--- src/rtl/sec_pkg.sv ---
package sec_pkg;
  localparam int PRE_W   = 8;
  localparam int PRE_LSB = 8;
  localparam int ADDR_W  = 3;

  localparam logic [ADDR_W-1:0] A_MODE   = 3'd0;
  localparam logic [ADDR_W-1:0] A_LO     = 3'd1;
  localparam logic [ADDR_W-1:0] A_HI     = 3'd2;
  localparam logic [ADDR_W-1:0] A_LOMASK = 3'd3;
  localparam logic [ADDR_W-1:0] A_HIMASK = 3'd4;

  typedef struct packed {
    logic [PRE_W-1:0] pre;
    logic             bidir;
    logic             clr;
    logic             halt;
  } half_ctrl_t;
endpackage

--- src/rtl/sec_rst_sync.sv ---
module sec_rst_sync #(
  parameter int STAGES = 2
) (
  input  logic clk,
  input  logic rst_n,
  output logic rst_n_o
);
  logic [STAGES-1:0] sync_q;
  logic [STAGES-1:0] sync_d;

  always_comb begin
    sync_d = {sync_q[STAGES-2:0], 1'b1};
  end

  always_ff @(posedge clk or negedge rst_n) begin
    if (!rst_n) sync_q <= '0;
    else        sync_q <= sync_d;
  end

  assign rst_n_o = sync_q[STAGES-1];
endmodule

--- src/rtl/sec_regs.sv ---
module sec_regs
  import sec_pkg::*;
#(
  parameter int EV_N = 8,
  parameter int DW   = 32
) (
  input  logic              clk,
  input  logic              rst_n,
  input  logic              wr_en,
  input  logic [ADDR_W-1:0] wr_addr,
  input  logic [DW-1:0]     wr_data,
  input  logic [ADDR_W-1:0] rd_addr,
  output logic              unify_o,
  output half_ctrl_t        ctrl_o [2],
  output logic [EV_N-1:0]   mask_o [2],
  output logic [DW-1:0]     rd_data_o
);
  logic       unify_q, unify_d;
  half_ctrl_t ctrl_q [2];
  half_ctrl_t ctrl_d [2];
  logic [EV_N-1:0] mask_q [2];
  logic [EV_N-1:0] mask_d [2];
  logic       reg_en;

  function automatic half_ctrl_t unpack_ctrl(input logic [DW-1:0] w);
    half_ctrl_t c;
    c.pre   = w[PRE_LSB +: PRE_W];
    c.bidir = w[2];
    c.clr   = w[1];
    c.halt  = w[0];
    return c;
  endfunction

  function automatic logic [DW-1:0] pack_ctrl(input half_ctrl_t c);
    logic [DW-1:0] w;
    w = '0;
    w[0] = c.halt;
    w[1] = c.clr;
    w[2] = c.bidir;
    w[PRE_LSB +: PRE_W] = c.pre;
    return w;
  endfunction

  // next-state
  always_comb begin
    unify_d = unify_q;
    if (wr_en && wr_addr == A_MODE) unify_d = wr_data[0];
    for (int h = 0; h < 2; h++) begin
      ctrl_d[h]     = ctrl_q[h];
      ctrl_d[h].clr = 1'b0;
      mask_d[h]     = mask_q[h];
      if (wr_en && wr_addr == ADDR_W'(int'(A_LO) + h))
        ctrl_d[h] = unpack_ctrl(wr_data);
      if (wr_en && wr_addr == ADDR_W'(int'(A_LOMASK) + h))
        mask_d[h] = wr_data[EV_N-1:0];
    end
    reg_en = wr_en || ctrl_q[0].clr || ctrl_q[1].clr;
  end

  always_ff @(posedge clk or negedge rst_n) begin
    if (!rst_n) begin
      unify_q <= 1'b0;
      for (int h = 0; h < 2; h++) begin
        ctrl_q[h] <= '{pre: '0, bidir: 1'b0, clr: 1'b0, halt: 1'b1};
        mask_q[h] <= '0;
      end
    end else if (reg_en) begin
      unify_q <= unify_d;
      for (int h = 0; h < 2; h++) begin
        ctrl_q[h] <= ctrl_d[h];
        mask_q[h] <= mask_d[h];
      end
    end
  end

  always_comb begin
    case (rd_addr)
      A_MODE:   rd_data_o = {{(DW-1){1'b0}}, unify_q};
      A_LO:     rd_data_o = pack_ctrl(ctrl_q[0]);
      A_HI:     rd_data_o = pack_ctrl(ctrl_q[1]);
      A_LOMASK: rd_data_o = DW'(mask_q[0]);
      A_HIMASK: rd_data_o = DW'(mask_q[1]);
      default:  rd_data_o = '0;
    endcase
  end

  assign unify_o = unify_q;
  assign ctrl_o  = ctrl_q;
  assign mask_o  = mask_q;


  clr_lo_self_chk: assert property (@(posedge clk) disable iff (!rst_n)
    (ctrl_q[0].clr && !(wr_en && wr_addr == A_LO)) |=> !ctrl_q[0].clr);


  clr_hi_self_chk: assert property (@(posedge clk) disable iff (!rst_n)
    (ctrl_q[1].clr && !(wr_en && wr_addr == A_HI)) |=> !ctrl_q[1].clr);
endmodule

--- src/rtl/sec_prescale.sv ---
module sec_prescale #(
  parameter int PW = 8
) (
  input  logic          clk,
  input  logic          rst_n,
  input  logic [PW-1:0] pre_i,
  input  logic          hold_i,
  output logic          tick_o
);
  logic [PW-1:0] pcnt_q, pcnt_d;
  logic          pcnt_en;

  always_comb begin
    tick_o = !hold_i && (pcnt_q >= pre_i);
    if (hold_i || tick_o) pcnt_d = '0;
    else                  pcnt_d = pcnt_q + PW'(1);
    pcnt_en = hold_i ? (pcnt_q != '0) : 1'b1;
  end

  always_ff @(posedge clk or negedge rst_n) begin
    if (!rst_n)       pcnt_q <= '0;
    else if (pcnt_en) pcnt_q <= pcnt_d;
  end


  tick_spacing_chk: assert property (@(posedge clk) disable iff (!rst_n)
    (tick_o && pre_i != '0) |=> (!tick_o || pre_i == '0));
endmodule

--- src/rtl/sec_step.sv ---
module sec_step #(
  parameter int W = 16
) (
  input  logic [W-1:0] cnt_i,
  input  logic         dir_i,
  input  logic         bidir_i,
  input  logic         limit_i,
  input  logic         adv_i,
  input  logic         clr_i,
  output logic [W-1:0] cnt_o,
  output logic         dir_o
);
  localparam logic [W-1:0] ONE  = W'(1);
  localparam logic [W-1:0] ZERO = '0;

  always_comb begin
    cnt_o = cnt_i;
    dir_o = dir_i;
    if (clr_i) begin
      cnt_o = ZERO;
      dir_o = 1'b0;
    end else if (adv_i) begin
      if (!bidir_i) begin
        dir_o = 1'b0;
        cnt_o = limit_i ? ZERO : cnt_i + ONE;
      end else if (!dir_i) begin
        if (limit_i) begin
          dir_o = 1'b1;
          cnt_o = (cnt_i == ZERO) ? ZERO : cnt_i - ONE;
        end else begin
          cnt_o = cnt_i + ONE;
        end
      end else begin
        if (cnt_i == ZERO) begin
          dir_o = 1'b0;
          cnt_o = ONE;
        end else begin
          cnt_o = cnt_i - ONE;
        end
      end
    end
  end
endmodule

--- src/rtl/split_event_counter.sv ---
module split_event_counter
  import sec_pkg::*;
#(
  parameter int HALF_W = 16,
  parameter int EV_N   = 8,
  parameter int DW     = 32
) (
  input  logic              clk,
  input  logic              rst_n,
  input  logic              wr_en,
  input  logic [ADDR_W-1:0] wr_addr,
  input  logic [DW-1:0]     wr_data,
  input  logic [ADDR_W-1:0] rd_addr,
  output logic [DW-1:0]     rd_data,
  input  logic [EV_N-1:0]   evt_i,
  output logic [HALF_W-1:0] cnt_lo_o,
  output logic [HALF_W-1:0] cnt_hi_o,
  output logic              dir_lo_o,
  output logic              dir_hi_o
);
  localparam int FULL_W = 2 * HALF_W;

  logic            rst_n_s;
  logic            unify;
  half_ctrl_t      ctrl [2];
  logic [EV_N-1:0] mask [2];

  logic [HALF_W-1:0] cnt_q [2];
  logic [HALF_W-1:0] cnt_d [2];
  logic              dir_q [2];
  logic              dir_d [2];
  logic              cnt_en [2];

  logic              tick [2];
  logic              hold [2];
  logic              lim  [2];
  logic [HALF_W-1:0] half_nx [2];
  logic              half_dir_nx [2];

  logic [FULL_W-1:0] wide_nx;
  logic              wide_dir_nx;

  sec_rst_sync #(.STAGES(2)) u_rst (
    .clk     (clk),
    .rst_n   (rst_n),
    .rst_n_o (rst_n_s)
  );

  sec_regs #(.EV_N(EV_N), .DW(DW)) u_regs (
    .clk       (clk),
    .rst_n     (rst_n_s),
    .wr_en     (wr_en),
    .wr_addr   (wr_addr),
    .wr_data   (wr_data),
    .rd_addr   (rd_addr),
    .unify_o   (unify),
    .ctrl_o    (ctrl),
    .mask_o    (mask),
    .rd_data_o (rd_data)
  );

  for (genvar h = 0; h < 2; h++) begin : g_half
    if (h == 0) begin : g_gov
      assign hold[h] = ctrl[h].halt | ctrl[h].clr;
    end else begin : g_sub
      assign hold[h] = unify | ctrl[h].halt | ctrl[h].clr;
    end

    assign lim[h] = |(evt_i & mask[h]);

    sec_prescale #(.PW(PRE_W)) u_pre (
      .clk    (clk),
      .rst_n  (rst_n_s),
      .pre_i  (ctrl[h].pre),
      .hold_i (hold[h]),
      .tick_o (tick[h])
    );

    sec_step #(.W(HALF_W)) u_step (
      .cnt_i   (cnt_q[h]),
      .dir_i   (dir_q[h]),
      .bidir_i (ctrl[h].bidir),
      .limit_i (lim[h]),
      .adv_i   (tick[h]),
      .clr_i   (ctrl[h].clr),
      .cnt_o   (half_nx[h]),
      .dir_o   (half_dir_nx[h])
    );
  end

  sec_step #(.W(FULL_W)) u_wide (
    .cnt_i   ({cnt_q[1], cnt_q[0]}),
    .dir_i   (dir_q[0]),
    .bidir_i (ctrl[0].bidir),
    .limit_i (lim[0]),
    .adv_i   (tick[0]),
    .clr_i   (ctrl[0].clr),
    .cnt_o   (wide_nx),
    .dir_o   (wide_dir_nx)
  );

  // next-state selection
  always_comb begin
    if (unify) begin
      cnt_d[0]  = wide_nx[HALF_W-1:0];
      cnt_d[1]  = wide_nx[FULL_W-1:HALF_W];
      dir_d[0]  = wide_dir_nx;
      dir_d[1]  = wide_dir_nx;
      cnt_en[0] = tick[0] | ctrl[0].clr;
      cnt_en[1] = tick[0] | ctrl[0].clr;
    end else begin
      for (int h = 0; h < 2; h++) begin
        cnt_d[h]  = half_nx[h];
        dir_d[h]  = half_dir_nx[h];
        cnt_en[h] = tick[h] | ctrl[h].clr;
      end
    end
  end

  always_ff @(posedge clk or negedge rst_n_s) begin
    if (!rst_n_s) begin
      for (int h = 0; h < 2; h++) begin
        cnt_q[h] <= '0;
        dir_q[h] <= 1'b0;
      end
    end else begin
      for (int h = 0; h < 2; h++) begin
        if (cnt_en[h]) begin
          cnt_q[h] <= cnt_d[h];
          dir_q[h] <= dir_d[h];
        end
      end
    end
  end

  assign cnt_lo_o = cnt_q[0];
  assign cnt_hi_o = cnt_q[1];
  assign dir_lo_o = dir_q[0];
  assign dir_hi_o = dir_q[1];


  halt_lo_hold_chk: assert property (@(posedge clk) disable iff (!rst_n_s)
    (!unify && ctrl[0].halt && !ctrl[0].clr) |=> $stable(cnt_lo_o));


  halt_hi_hold_chk: assert property (@(posedge clk) disable iff (!rst_n_s)
    (!unify && ctrl[1].halt && !ctrl[1].clr) |=> $stable(cnt_hi_o));


  clear_zero_chk: assert property (@(posedge clk) disable iff (!rst_n_s)
    ctrl[0].clr |=> (cnt_lo_o == '0 && !dir_lo_o));


  limit_wrap_chk: assert property (@(posedge clk) disable iff (!rst_n_s)
    (!unify && !ctrl[0].bidir && tick[0] && lim[0] && !ctrl[0].clr) |=> cnt_lo_o == '0);


  limit_turn_chk: assert property (@(posedge clk) disable iff (!rst_n_s)
    (!unify && ctrl[0].bidir && tick[0] && lim[0] && !dir_lo_o && !ctrl[0].clr) |=> dir_lo_o);


  wide_hold_chk: assert property (@(posedge clk) disable iff (!rst_n_s)
    (unify && ctrl[0].halt && !ctrl[0].clr) |=> ($stable(cnt_lo_o) && $stable(cnt_hi_o)));


  wide_dir_chk: assert property (@(posedge clk) disable iff (!rst_n_s)
    (unify && cnt_en[0]) |=> (dir_lo_o == dir_hi_o));
endmodule

--- config.mk ---
export PLATFORM = sky130hd
export DESIGN_NAME = split_event_counter
export DESIGN_NICKNAME = d
export VERILOG_FILES = /design/src/rtl/sec_pkg.sv /design/src/rtl/sec_rst_sync.sv /design/src/rtl/sec_regs.sv /design/src/rtl/sec_prescale.sv /design/src/rtl/sec_step.sv /design/src/rtl/split_event_counter.sv
export SDC_FILE = /design/constraint.sdc
export NUM_CORES = 1
export LEC_CHECK = 0
export ABC_AREA = 1
export BUFFER_PORTS_ARGS = -buffer_cell sky130_fd_sc_hd__buf_2
export CORE_AREA = 2 2 145 147
export CTS_BUF_LIST = sky130_fd_sc_hd__clkbuf_8
export CTS_CLUSTER_DIAMETER = 60
export DETAILED_ROUTE_END_ITERATION = 16
export DIE_AREA = 0 0 147 149
export HOLD_SLACK_MARGIN = 0.03
export SETUP_SLACK_MARGIN = 0.1
export SLEW_MARGIN = 25
export SYNTH_ARGS = -nofsm -noshare
export SYNTH_HDL_FRONTEND = slang
export SYNTH_SLANG_ARGS = --single-unit
--- constraint.sdc ---
create_clock -name clk -period 3.1 [get_ports clk]
set_input_delay 0.465 -clock clk [delete_from_list [all_inputs] [get_ports clk]]
set_output_delay 0.465 -clock clk [all_outputs]
set_load 0.05 [all_outputs]
# After elaboration in Yosys (flattened, before gate mapping)
# Cells that the tools add are included.
[op_classes] reduce_logical=34 bitwise=7 n_addsub=8 n_lt_le_gt_ge=2 n_mux=51 eq_ne=9
[ops] cell="$mux 32" n=9
[ops] cell="$mux 16" n=16
[ops] cell="$pmux 16 s5" n=1
[ops] cell="$add 16x1->16 const B" n=2
[ops] cell="$add 32x1->32 const B" n=1
[ops] cell="$logic_not 16->1" n=2
[ops] cell="$logic_not 32->1" n=1
[ops] cell="$sub 16x1->16 const B" n=2
[ops] cell="$sub 32x1->32 const B" n=1
[ops] cell="$mux 1" n=20
[ops] cell="$add 8x1->8 const B" n=2
[ops] cell="$and 8x8->8" n=2
[ops] cell="$ge 8x8->1" n=2
[ops] cell="$mux 8" n=2
[ops] cell="$reduce_and 2->1" n=8
[ops] cell="$reduce_bool 8->1" n=2
[ops] cell="$reduce_or 8->1" n=2
[ops] cell="$eq 3x2->1 const B" n=4
[ops] cell="$logic_and 1x1->1" n=7
[ops] cell="$eq 3x1->1 const B" n=2
[ops] cell="$eq 3x3->1 const B" n=2
[ops] cell="$logic_not 3->1" n=2
[ops] cell="$mux 2" n=3
[ops] cell="$reduce_bool 3->1" n=2
[ops] cell="other kinds (6)" n=14
[totals] regBits=91

# Longest topological paths before layout
# Gate-level depths: netlist of the first run.
[depth] depth_word=8 ltp_mapped=16 mapped_depth_nobuf=16

# Cells and area by module
# From an unflattened synthesis of the first run, not the netlist that was laid out.
[hier_totals] hier_cells=1825 area_unflattened_um2=10847.9
[modules_own_cells] mod="sec_step (u_wide)" cells_per_inst=613 n_inst=1 area_each_um2=2820.2
[modules_own_cells] mod="sec_step (g_half[0].u_step ...)" cells_per_inst=262 n_inst=2 area_each_um2=1386.3
[modules_own_cells] mod="sec_regs" cells_per_inst=235 n_inst=1 area_each_um2=2055.7
[modules_own_cells] mod="split_event_counter" cells_per_inst=286 n_inst=1 area_each_um2=1889.3
[modules_own_cells] mod="sec_prescale" cells_per_inst=82 n_inst=2 area_each_um2=628.1
[modules_own_cells] mod="sec_rst_sync" cells_per_inst=3 n_inst=1 area_each_um2=53.8

# Worst setup path before layout of the first run
# Ideal clock, no wire load.
[synth_path] path_kind="flip-flop to flip-flop" from="register cnt_q (netlist bit cnt_hi_o[0])" to="register cnt_q (netlist bit cnt_hi_o[6])" period_less_slack_ns=2.246 setup_time_ns=0.066 path_buffers=1 t_arrival_ns=2.181 path_stages_with_launch=15 setup_slack_ns=0.854 path_cell_list="dfrtp_1 buf_2 inv_1 ha_1 nand2_4 nor2_8 nand3_4 nand2_1 nor2_4 inv_1 o21ai_0 nand2_1 nand2_1 nand2_1 nand2_1"
[synth_between] elab_chain_len=8
[synth_lines] element="start: declaration" line_no="split_event_counter.sv:28" rtl="logic [HALF_W-1:0] cnt_q [2];"
[synth_lines] element="start signal: indexed assignment" line_no="split_event_counter.sv:129" rtl="cnt_q[h] <= cnt_d[h];"
[synth_lines] element="$sub 32x1->32, or another cell as far along" line_no="sec_step.sv:29, sec_step.sv:38"
[synth_lines] element="$mux 32 or $mux 16 (tied branches)" line_no="sec_step.sv:29" rtl="cnt_o = (cnt_i == ZERO) ? ZERO : cnt_i - ONE;"
[synth_lines] element="$mux 32 or $mux 16 (tied branches)" line_no="sec_step.sv:27" rtl="if (limit_i) begin"
[synth_lines] element="$mux 32 or $mux 16 (tied branches)" line_no="sec_step.sv:26" rtl="end else if (!dir_i) begin"
[synth_lines] element="$mux 32 or $mux 16 (tied branches)" line_no="sec_step.sv:23" rtl="if (!bidir_i) begin"
[synth_lines] element="$mux 32 or $mux 16 (tied branches)" line_no="sec_step.sv:22" rtl="end else if (adv_i) begin"
[synth_lines] element="$mux 32 or $mux 16 (tied branches)" line_no="sec_step.sv:19" rtl="if (clr_i) begin"
[synth_lines] element="$mux 32 (*)" line_no="split_event_counter.sv:104" rtl="if (unify) begin"
# Every way passes the cells marked *; elsewhere a longest branch is shown, timed or not. The select of a mux whose other input is x is not followed.
# A chain may end at the register's enable or synchronous reset.

# Worst setup path in the final report of the first run
[layout_path] from="register cnt_q (netlist bit cnt_lo_o[0])" to="register cnt_q (netlist bit cnt_lo_o[14])"
# Same word-level chain as after synthesis.

==> results of run 1 <==
[routing by layer]
layer / GRT usage [%] / vias up
li1: - / 4061
met1: 32.1 / 3801
met2: 42.1 / 215
met3: 3.73 / 30
met4: 6.78 / 0
met5: 0 / -
[critical path: cells and delay by family (launching register included)]
kind            cells  cell delay [ns]
simple gates        7             0.98
flops               1             0.55
compound gates      2             0.39
fa+ha+maj           1             0.30
buf+inv             1             0.21
[power breakdown]
group	internal, uW	switching, uW
clock	329	512
combinational	1450	3450
sequential	1470	646
[layout by cell type (no fill, tap or decap), drive strengths merged, types with 5 or more instances in the layout]
cell type and n:
o22ai 12, nor2 183, inv 149, nand4 23, xor2 45, nor3 19
dfrtp 89, a21oi 26, nand2 404, ha 25, o21ai 102, clkbuf 10
nand3 85, xnor2 5, a22o 5, conb 17, buf 100
[final cells by class]
cell class	instances	area, um^2
flip-flops and latches	91	2280
inverters	146	548
repair buffers	101	556
well taps	275	344
multi-input cells	967	4850
clock buffers	10	138
fillers	2246	11800
clock inverters	6	55.1
[metrics by stage]
stage	cells	setup slack, ns	cell area [um^2]	utilization, %	total power, uW
after floorplan	1259	0.381	8060	-	5790
after global placement	1579	0.650	8570	41.7	6960
after detailed placement	1579	0.660	8570	41.7	7000
after CTS	1596	0.647	8770	42.7	7880
after global routing	1596	0.467	8770	42.7	8510
final	1596	0.617	8770	42.7	7860
[cell families (layout without fill, tap and decap cells)]
kind of cell	Yosys count	in the layout	share of synthesized area [%]
buffers and inverters	201	263	11.6
AOI/OAI and AO/OA	156	156	10.7
DFF	91	91	28.5
xor gates and xnor gates	50	50	5.47
other	2	17	0.0939
adders and majority gates	25	25	3.91
and+or+nand+nor	719	719	39.7
[state kept, by name, summed over array words and instances, names as in the netlist]
signal	flops
u_regs.ctrl_o	22
g_half.u_pre.pcnt_q	16
dir_hi_o	1
u_rst.sync_q	2
cnt_lo_o	16
dir_lo_o	1
u_regs.unify_o	1
u_regs.mask_o	16
cnt_hi_o	16
[Yosys cell counts (all sizes together) (2+ instances only)]
cell type	n
nand4	23
ha	25
clkbuf	12
buf	43
xnor2	5
nor3	19
nand2	404
nand3b	2
o21ai	102
dfstp	2
inv	146
o22ai	12
a21oi	26
nor2	183
a221o	2
dfrtp	89
o21a	2
xor2	45
a22o	5
nand3	85
conb	2
a31oi	2
[worst paths after layout]
check,start,endpoint,slack [ns],cells past startpoint
max,cnt_lo_o[0]$_DFFE_PN0N_,cnt_lo_o[14]$_DFFE_PN0N_,0.62,11
min,u_rst.sync_q[1]$_DFF_PN0_,u_regs.mask_o[1]$_DFFE_PN0P_,0.34,0
max reg2reg,cnt_lo_o[0]$_DFFE_PN0N_,cnt_lo_o[14]$_DFFE_PN0N_,0.62,11
min reg2reg,u_rst.sync_q[1]$_DFF_PN0_,u_regs.mask_o[1]$_DFFE_PN0P_,0.34,0
max in group asynchronous,u_rst.sync_q[1]$_DFF_PN0_,cnt_lo_o[10]$_DFFE_PN0N_,1.94,1
min in group clk,wr_data[14],u_regs.ctrl_o[9]$_DFFE_PN0P_,0.34,3
==> flow_summary.rst, run 1 <==
.. list-table::
   :header-rows: 1

   * - Metric
     - Value
   * - Run status
     - finished, final reports clean
   * - Crit start category
     - flop
   * - Die Span X
     - 147 um
   * - Crit-path slowest cell
     - dfrtp_1
   * - Count of vias placed by the detailed router
     - 8,107
   * - Total clock sinks
     - 91
   * - Number of register bits inferred by synthesis
     - 91
   * - Synthesized area
     - 0.00800 mm^2
   * - Post-CTS setup repair buffer count
     - 0
   * - Area of the die
     - 0.0219 mm^2
   * - Met2 routed wirelength
     - 12.6 mm
   * - CTS H-Tree Depth
     - 3
   * - TritonCTS clock tree
     - yes
   * - Maximum number of pins on one net before global-route repair
     - 46
   * - IO buf count
     - 82
   * - Effective utilization at floorplan
     - 38.9%
   * - Num ports
     - 115
   * - FP Rows
     - 53
   * - Share of layout cells above drive strength 1
     - 13.6%
   * - Worst endpoint required time
     - 3.43 ns
   * - Classification of the worst-slack hold path
     - flop to asynchronous set/reset pin
   * - Worst Path Max Fanout
     - 13
   * - Average routed wire per standard cell
     - 16.5 um
   * - Estimated wirelength of the detail-placed design
     - 20.6 mm
   * - Normalized max-slew margin
     - 56.7%
   * - Routed length on met1
     - 11.9 mm
   * - Post-layout net count
     - 1,390
   * - Overflow left after global routing
     - 0
   * - Sequence of cells on the critical path
     - inv_1 -> ha_1 -> nand2_1 -> nor2_2 -> nand2_4 -> nor2_4 -> nor2_4 -> o21ai_2 -> o22ai_1 -> nand2_1 -> nand2_1
   * - Inserted Diodes
     - 0
   * - Longest individual stage delay on the worst path
     - 0.55 ns
   * - Clock Tree Root
     - clkbuf_8
   * - Setup repair after global routing missed its margin
     - no
   * - Total negative slack
     - 0 ns
   * - CP Data Arrival Time
     - 2.82 ns
   * - Pins over their slew limit
     - 0
   * - Die outline height
     - 149 um
   * - Highest achievable clock rate
     - 403 MHz
   * - Number of distinct library cells after synthesis
     - 46
   * - Share of Yosys cell area claimed by the top area cell type
     - 27.8%
   * - Number of antenna violations at the first check in global routing
     - 0
   * - Part of the Yosys area used for sequential elements
     - 28.5%
   * - Wire length of the first global-routing pass
     - 42.0 mm
   * - Post-CTS clock slew at the launch and capture registers of the worst setup and hold paths
     - 0.10 ns
   * - Buffer depth of the longest clock path
     - 2
   * - Async set or reset register ratio after synthesis
     - 100%
   * - Number of endpoints failing setup at the final stage
     - 0
   * - Most common flop cell mapped by yosys
     - dfrtp_1
   * - Leading area contributor after synthesis
     - dfrtp_1
   * - # hold bufs at CTS
     - 1
   * - Final-report hold violation count
     - 0
   * - Placeable core area
     - 0.0206 mm^2
   * - Power per Cell Area
     - 896 mW/mm^2
   * - RePlAce Congestion
     - 0.969
   * - 1st-pass router iterations
     - 7
   * - Final antenna-violating net count
     - 0
   * - Average vias per placed instance
     - 5.08
   * - Mean instance size in the synthesized netlist
     - 6.43 um^2
   * - Num CTS Buffers
     - 9
   * - DRC violation count after routing
     - 0
   * - Wire length on met3
     - 1.19 mm
   * - Worst Hold Margin
     - 0.338 ns
   * - Resized Gates After CTS
     - 0
   * - Total number of yosys warnings
     - 0
   * - Maximum vdd ir drop
     - 0.303 mV
   * - Crit end category
     - flop
   * - Type of the worst setup path
     - flop to flop
   * - Number of global-route vias before repair
     - 7,681
   * - Synthesis-to-finish area growth
     - 9.64%
   * - Post-synthesis instance total
     - 1,244
   * - Detailed router's first-iteration violation count
     - 528
   * - Top cells by area in the synthesized netlist
     - dfrtp_1 28%, nand2_1 18%, nor2_1 7.0%
   * - Clock tree skew after final layout
     - 0.0155 ns
   * - Highest Signal Layer
     - met4
   * - Cell with the most instances on the worst path
     - nand2_1
   * - Post-synth EDFFs
     - 0
   * - Global Route Usage Sum
     - 24.4%
   * - Insertion delay to the later sink of the worst-skew pair
     - 0.40 ns
   * - Number of maximum-capacitance violations
     - 0
   * - Slew at the pin closest to its max-slew limit
     - 0.648 ns
   * - Static Leakage
     - 0.00456 uW
   * - Wirelength, routed
     - 26.4 mm
   * - Minimum period implied by the final worst setup slack
     - 2.48 ns
   * - Part of the cycle the worst path needs
     - 80.1%
(Power assumes the default switching activity.)
==> inputs of run 2 (changes only) <==
Clock period 3.1 ns to 2 ns, I/O delays scaled along.
==> run 2 against run 1 <==
  * Non-clock buffer count grew 152
  * Setup slack lost 0.57 ns
  * Combinational power grew 110%
  * Core utilization grew 8.8 points
  * Critical path depth grew 1
  * Wire length grew 6.2%
  * Clock power grew 75%
  * Cell area grew 21%
  * Hold slack lost 0.17 ns
  * Clock-buffer cell count shrank 1
  * Sequential power grew 44%
  * Die area is the same
==> flow_summary.rst, run 2 (synthesis gave the netlist of run 1 again) <==
.. list-table::
   :header-rows: 1

   * - Metric
     - Value
   * - Part of the cycle the worst path needs
     - 97.9%
   * - Insertion delay to the later sink of the worst-skew pair
     - 0.39 ns
   * - Crit end category
     - flop
   * - Die Span X
     - 147 um
   * - Clock tree skew after final layout
     - 0.0115 ns
   * - Run status
     - finished, final reports clean
   * - Post-layout net count
     - 1,542
   * - Gr busiest metal
     - met2
   * - Buffer depth of the longest clock path
     - 2
   * - Static Leakage
     - 0.00542 uW
   * - Number of global-route vias before repair
     - 8,228
   * - Number of endpoints failing setup at the final stage
     - 0
   * - Highest achievable clock rate
     - 511 MHz
   * - Clock Tree Root
     - clkbuf_8
   * - RePlAce Congestion
     - 0.997
   * - Crit-path slowest cell
     - dfrtp_2
   * - Num CTS Buffers
     - 9
   * - Setup repair after global routing missed its margin
     - yes
   * - Area of the die
     - 0.0219 mm^2
   * - Placeable core area
     - 0.0206 mm^2
   * - Minimum period implied by the final worst setup slack
     - 1.96 ns
   * - IO buf count
     - 82
   * - Pins over their slew limit
     - 0
   * - Maximum vdd ir drop
     - 0.430 mV
   * - Max reg flops
     - 22
   * - Final core occ
     - 51.5%
   * - FP Rows
     - 53
   * - Num ports
     - 115
   * - TritonCTS clock tree
     - yes
   * - 1st-pass router iterations
     - 5
   * - Final antenna-violating net count
     - 0
   * - Detailed router's first-iteration violation count
     - 532
   * - Die outline height
     - 149 um
   * - Estimated wirelength of the detail-placed design
     - 21.9 mm
   * - Cell with the most instances on the worst path
     - nand2_1
   * - Sequence of cells on the critical path
     - nor2_2 -> nand2_1 -> nor2_4 -> nand2_4 -> nor2_4 -> nand3_2 -> nand3_2 -> nand2_1 -> nand2_1 -> nand2_1 -> nand2_1 -> nand2_1
   * - Wirelength, routed
     - 28.0 mm
   * - Total clock sinks
     - 91
   * - Worst Path Max Fanout
     - 6
   * - Count of filler cells inserted in the layout
     - 2,106
   * - GRT met3 Usage
     - 2.54%
   * - DRC violation count after routing
     - 0
   * - Classification of the worst-slack hold path
     - primary input to flop
   * - Effective utilization at floorplan
     - 38.9%
   * - Overflow left after global routing
     - 0
   * - Final-report hold violation count
     - 0
   * - CTS H-Tree Depth
     - 3
   * - Count of vias placed by the detailed router
     - 8,833
   * - Most common cell after layout, fill and taps aside
     - nand2_1
   * - Maximum number of pins on one net before global-route repair
     - 57
   * - Number of antenna violations at the first check in global routing
     - 0
   * - Power per Cell Area
     - 1410 mW/mm^2
   * - Total power draw
     - 14,900 uW
   * - Post-CTS clock slew at the launch and capture registers of the worst setup and hold paths
     - 0.10 ns
   * - Met2 Use GR
     - 42.7%
   * - Worst endpoint required time
     - 2.28 ns
   * - Global Route Usage Sum
     - 24.8%
   * - Crit start category
     - flop
   * - Average routed wire per standard cell
     - 16.0 um
   * - Inserted Diodes
     - 0
   * - Normalized max-slew margin
     - 55.6%
   * - CP Data Arrival Time
     - 2.24 ns
   * - Wire length of the first global-routing pass
     - 42.7 mm
   * - Most used cells in the layout excluding fill and tap cells
     - 375 x nand2_1, 155 x buf_4, 128 x inv_1, 119 x nor2_1, 81 x o21ai_0
   * - Number of maximum-capacitance violations
     - 0
   * - Share of layout cells above drive strength 1
     - 30.7%
   * - Average vias per placed instance
     - 5.05
   * - Synthesis-to-finish area growth
     - 32.3%
   * - Type of the worst setup path
     - flop to flop
   * - Met1 demand-to-capacity share in global routing
     - 32.4%
   * - Slew at the pin closest to its max-slew limit
     - 0.664 ns
   * - Longest individual stage delay on the worst path
     - 0.46 ns
==> run 2: changes by cell type in the layout (fill, tap and decap cells not counted), sizes merged <==
cell and delta:
bufinv +2, clkinv -1, buf +150, clkbuf +1
==> run 2: path summary, 6_finish.rpt <==
| path | startpoint | endpoint | slack, ns | depth (start not counted) |
|---|---|---|---|---|
| min | wr_data[14] | u_regs.ctrl_o[20]$_DFFE_PN0P_ | 0.17 | 3 |
| max | cnt_lo_o[4]$_DFFE_PN0N_ | cnt_hi_o[1]$_DFFE_PN0P_ | 0.04 | 12 |
| max reg2reg | cnt_lo_o[4]$_DFFE_PN0N_ | cnt_hi_o[1]$_DFFE_PN0P_ | 0.04 | 12 |
| min reg2reg | u_rst.sync_q[1]$_DFF_PN0_ | u_regs.mask_o[0]$_DFFE_PN0P_ | 0.26 | 0 |
| min in group asynchronous | rst_n | u_rst.sync_q[1]$_DFF_PN0_ | 0.20 | 2 |
| max in group asynchronous | u_rst.sync_q[1]$_DFF_PN0_ | cnt_lo_o[8]$_DFFE_PN0N_ | 1.04 | 1 |
==> run 2: power breakdown <==
part	switching [uW]	internal (uW)	leakage (uW)	total, uW
Sequential	724	2330	0.00114	3060
Combinational	6500	3910	0.00418	10400
Clock	758	713	0.000109	1470
Total	7980	6960	0.00542	14900
==> run 2: through the flow <==
| step | TNS [ns] | cell area [um^2] | hold slack (ns) | instances | setup slack, ns |
|---|---|---|---|---|---|
| 6_report | 0 | 10600 | 0.166 | 1748 | 0.0424 |
| 5_1_grt | -0.185 | 10600 | 0.190 | 1748 | -0.0475 |
| 4_1_cts | 0 | 9910 | 0.158 | 1719 | 0.0724 |
| 3_5_place_dp | -0.162 | 9510 | 0.0873 | 1693 | -0.0591 |
| 3_3_place_gp | -0.0956 | 9510 | 0.0861 | 1693 | -0.0631 |
| 2_1_floorplan | 0 | 8110 | 0.00441 | 1259 | 0.0653 |
==> run 2: cell type report <==
| type | count | area, um^2 | share of cell area, % |
|---|---|---|---|
| multi-input cells | 967 | 5290 | 50.0 |
| well taps | 275 | 344 | 3.25 |
| repair buffers | 253 | 1830 | 17.3 |
| clock inverters | 7 | 98.8 | 0.934 |
| inverters | 146 | 573 | 5.41 |
| flip-flops and latches | 91 | 2320 | 21.9 |
| clock buffers | 9 | 124 | 1.17 |
==> run 2: worst max-delay path: cells and delay by family (launching register included) <==
| kind | cells | cell delay (ns) |
|---|---|---|
| simple gates | 12 | 1.39 |
| flops | 1 | 0.46 |
==> run 2: repair_timing <==
item / 4_1_cts / 5_1_grt
cloned: 0 / 1
setup endpoints to repair: 37 / 42
resized for setup: 37 / 125
buffers inserted: 9 / 28
endpoints found under the hold margin: 2 / 0
pin swaps: 8 / 33
hold buffers: 1 / 0
==> run 2: metal layers <==
metal	up-vias	routed length [um]
met5	-	0
met4	0	784
met2	292	13600
met1	4117	12000
li1	4371	-
met3	53	1620
==> inputs of run 3 (changes only) <==
Settings changed: ABC_CLOCK_PERIOD_IN_PS from default to 2000, CORE_AREA 2 2 145 147 to 2 2 133 135, DIE_AREA 0 0 147 149 to 0 0 135 137, PLACE_DENSITY from default to 0.7.
==> run 3 against run 2 <==
  * Combinational power about the same
  * Maximum frequency increased by 0.58%
  * Critical path depth increased by 2
  * Wire length decreased by 2.2%
  * First-iteration DRC count decreased by 2.6%
  * Non-clock buffer count decreased by 17
  * Register-to-register slack about the same
  * Largest power group unchanged
  * Highest routed layer unchanged
==> flow_summary.rst, run 3 (synthesis gave the netlist of run 1 again) <==
.. list-table::
   :header-rows: 1

   * - Metric
     - Value
   * - Run status
     - finished, final reports clean
   * - Post-Place Worst Slack
     - -0.0268 ns
   * - Crit start category
     - flop
   * - FP Rows
     - 48
   * - Area of the die
     - 0.0185 mm^2
   * - Number of antenna violations at the first check in global routing
     - 0
   * - Part of the cycle the worst path needs
     - 97.3%
   * - Normalized max-slew margin
     - 56.6%
   * - Worst Path Max Fanout
     - 7
   * - Average vias per placed instance
     - 5.26
   * - CTS H-Tree Depth
     - 3
   * - Classification of the worst-slack hold path
     - primary input to flop
   * - Total clock sinks
     - 91
   * - Cell count after placement
     - 1,625
   * - Effective utilization at floorplan
     - 46.9%
   * - Worst setup slack for register-to-register paths
     - 0.05 ns
   * - Clock Tree Root
     - clkbuf_8
   * - Final core occ
     - 61.4%
   * - Final-report hold violation count
     - 0
   * - RePlAce Congestion
     - 1.01
   * - Setup repair after global routing missed its margin
     - yes
   * - Crit end category
     - flop
   * - Pins over their slew limit
     - 0
   * - Overflow left after global routing
     - 0
   * - Most used cells in the layout excluding fill and tap cells
     - 366 x nand2_1, 136 x buf_4, 128 x inv_1, 119 x nor2_1, 80 x buf_2
   * - Worst reg2reg endpoint
     - cnt_hi_o[15]$_DFFE_PN0P_
   * - IO buf count
     - 82
   * - Wire length of the first global-routing pass
     - 42.2 mm
   * - Number of endpoints failing setup at the final stage
     - 0
   * - DRC violation count after routing
     - 0
   * - Cells on worst reg2reg path
     - 14
   * - Minimum period implied by the final worst setup slack
     - 1.95 ns
   * - Number of maximum-capacitance violations
     - 0
   * - Synthesis-to-finish area growth
     - 31.0%
   * - Power per Cell Area
     - 1420 mW/mm^2
   * - Post-CTS clock slew at the launch and capture registers of the worst setup and hold paths
     - 0.12 ns
   * - Type of the worst setup path
     - flop to flop
   * - Global Route Usage Sum
     - 29.3%
   * - Most common cell after layout, fill and taps aside
     - nand2_1
   * - Maximum number of pins on one net before global-route repair
     - 44
   * - Average routed wire per standard cell
     - 16.3 um
   * - Post-layout net count
     - 1,525
   * - Count of vias placed by the detailed router
     - 8,843
   * - Wirelength, routed
     - 27.4 mm
   * - 1st-pass router iterations
     - 8
   * - Clock tree skew after final layout
     - 0.0297 ns
   * - Share of layout cells above drive strength 1
     - 30.8%
   * - RR Startpoint
     - cnt_hi_o[0]$_DFFE_PN0P_
   * - Die outline height
     - 137 um
   * - Insertion delay to the later sink of the worst-skew pair
     - 0.41 ns
   * - TritonCTS clock tree
     - yes
   * - Placeable core area
     - 0.0171 mm^2
   * - Die Span X
     - 135 um
   * - Worst Hold Margin
     - 0.151 ns
   * - Detailed router's first-iteration violation count
     - 518
   * - Worst endpoint required time
     - 2.28 ns
   * - Critical path endpoint
     - cnt_hi_o[15]$_DFFE_PN0P_
   * - Num CTS Buffers
     - 9
   * - Num ports
     - 115
   * - Least setup slack across all paths after layout
     - 0.0535 ns
   * - Fin cells
     - 1,681
   * - Buffer depth of the longest clock path
     - 2
   * - First element of the critical path
     - cnt_hi_o[0]$_DFFE_PN0P_
   * - Highest achievable clock rate
     - 514 MHz
   * - Max reg flops
     - 22
   * - Inserted Diodes
     - 0
   * - Slew at the pin closest to its max-slew limit
     - 0.649 ns
   * - CP Data Arrival Time
     - 2.23 ns
   * - Static Leakage
     - 0.00534 uW
   * - Final antenna-violating net count
     - 0
   * - Maximum vdd ir drop
     - 0.807 mV
   * - Number of global-route vias before repair
     - 8,309
   * - Estimated wirelength of the detail-placed design
     - 20.7 mm
## run 3: timing repair
item / 4_1_cts / 5_1_grt
setup endpoints to repair: 37 / 38
gates resized for setup: 49 / 127
hold buffers: 1 / 0
endpoints found under the hold margin: 2 / 0
cloned: 0 / 2
setup buffers: 11 / 26
pin swaps: 11 / 58
## run 3: final cells by class
cell class                 instances  area (um^2)
clock buffer                       9          124
tap                              225          282
timing repair buffer             236         1730
clock inverter                     7          108
multi-input combinational        967         5340
fill                            1643         6580
inverter                         146          573
sequential                        91         2320
## run 3: layer usage
metal	vias up	wire, um	track usage [%]
met5	-	0	0
met4	0	976	10.6
met3	75	1520	4.44
met2	330	13300	50.1
met1	4105	11600	37.7
li1	4333	-	-
## run 3: power breakdown
part | total, uW | switching, uW | internal (uW)
Clock | 1530 | 801 | 731
Sequential | 3100 | 765 | 2340
Combinational | 10300 | 6480 | 3780
## run 3: critical path, cell delays in order (launching register included)
cell       delay (ns)
dfrtp_2          0.47
clkinv_4         0.07
ha_4             0.15
nand2_4          0.07
nor2_8           0.11
nand3_4          0.17
nor2_4           0.20
nor2_4           0.08
clkbuf_16        0.18
nand2_1          0.07
nand2_1          0.05
nand2_1          0.05
nand2_1          0.05
nand2_1          0.06
nand2_1          0.04
## run 3: stage by stage
stage	total power (uW)	instance area, um^2	setup TNS (ns)
2_1_floorplan	9070	8110	0
3_3_place_gp	11700	9320	0
3_5_place_dp	11900	9320	-0.0354
4_1_cts	13800	9770	0
5_1_grt	15900	10500	-0.570
6_report	14900	10500	0
## run 3: worst min-delay path by stage
stage / startpoint / to / slack [ns] / cells past startpoint
finish: wr_data[6] / u_regs.mask_o[14]$_DFFE_PN0P_ / 0.15 / 3
global route: wr_data[6] / u_regs.mask_o[14]$_DFFE_PN0P_ / 0.17 / 3
CTS: wr_data[6] / u_regs.mask_o[14]$_DFFE_PN0P_ / 0.14 / 3
detailed placement: rst_n / u_rst.sync_q[0]$_DFF_PN0_ / 0.09 / 1
global placement: rst_n / u_rst.sync_q[0]$_DFF_PN0_ / 0.09 / 1
floorplan: rst_n / u_rst.sync_q[0]$_DFF_PN0_ / 0.004 / 0
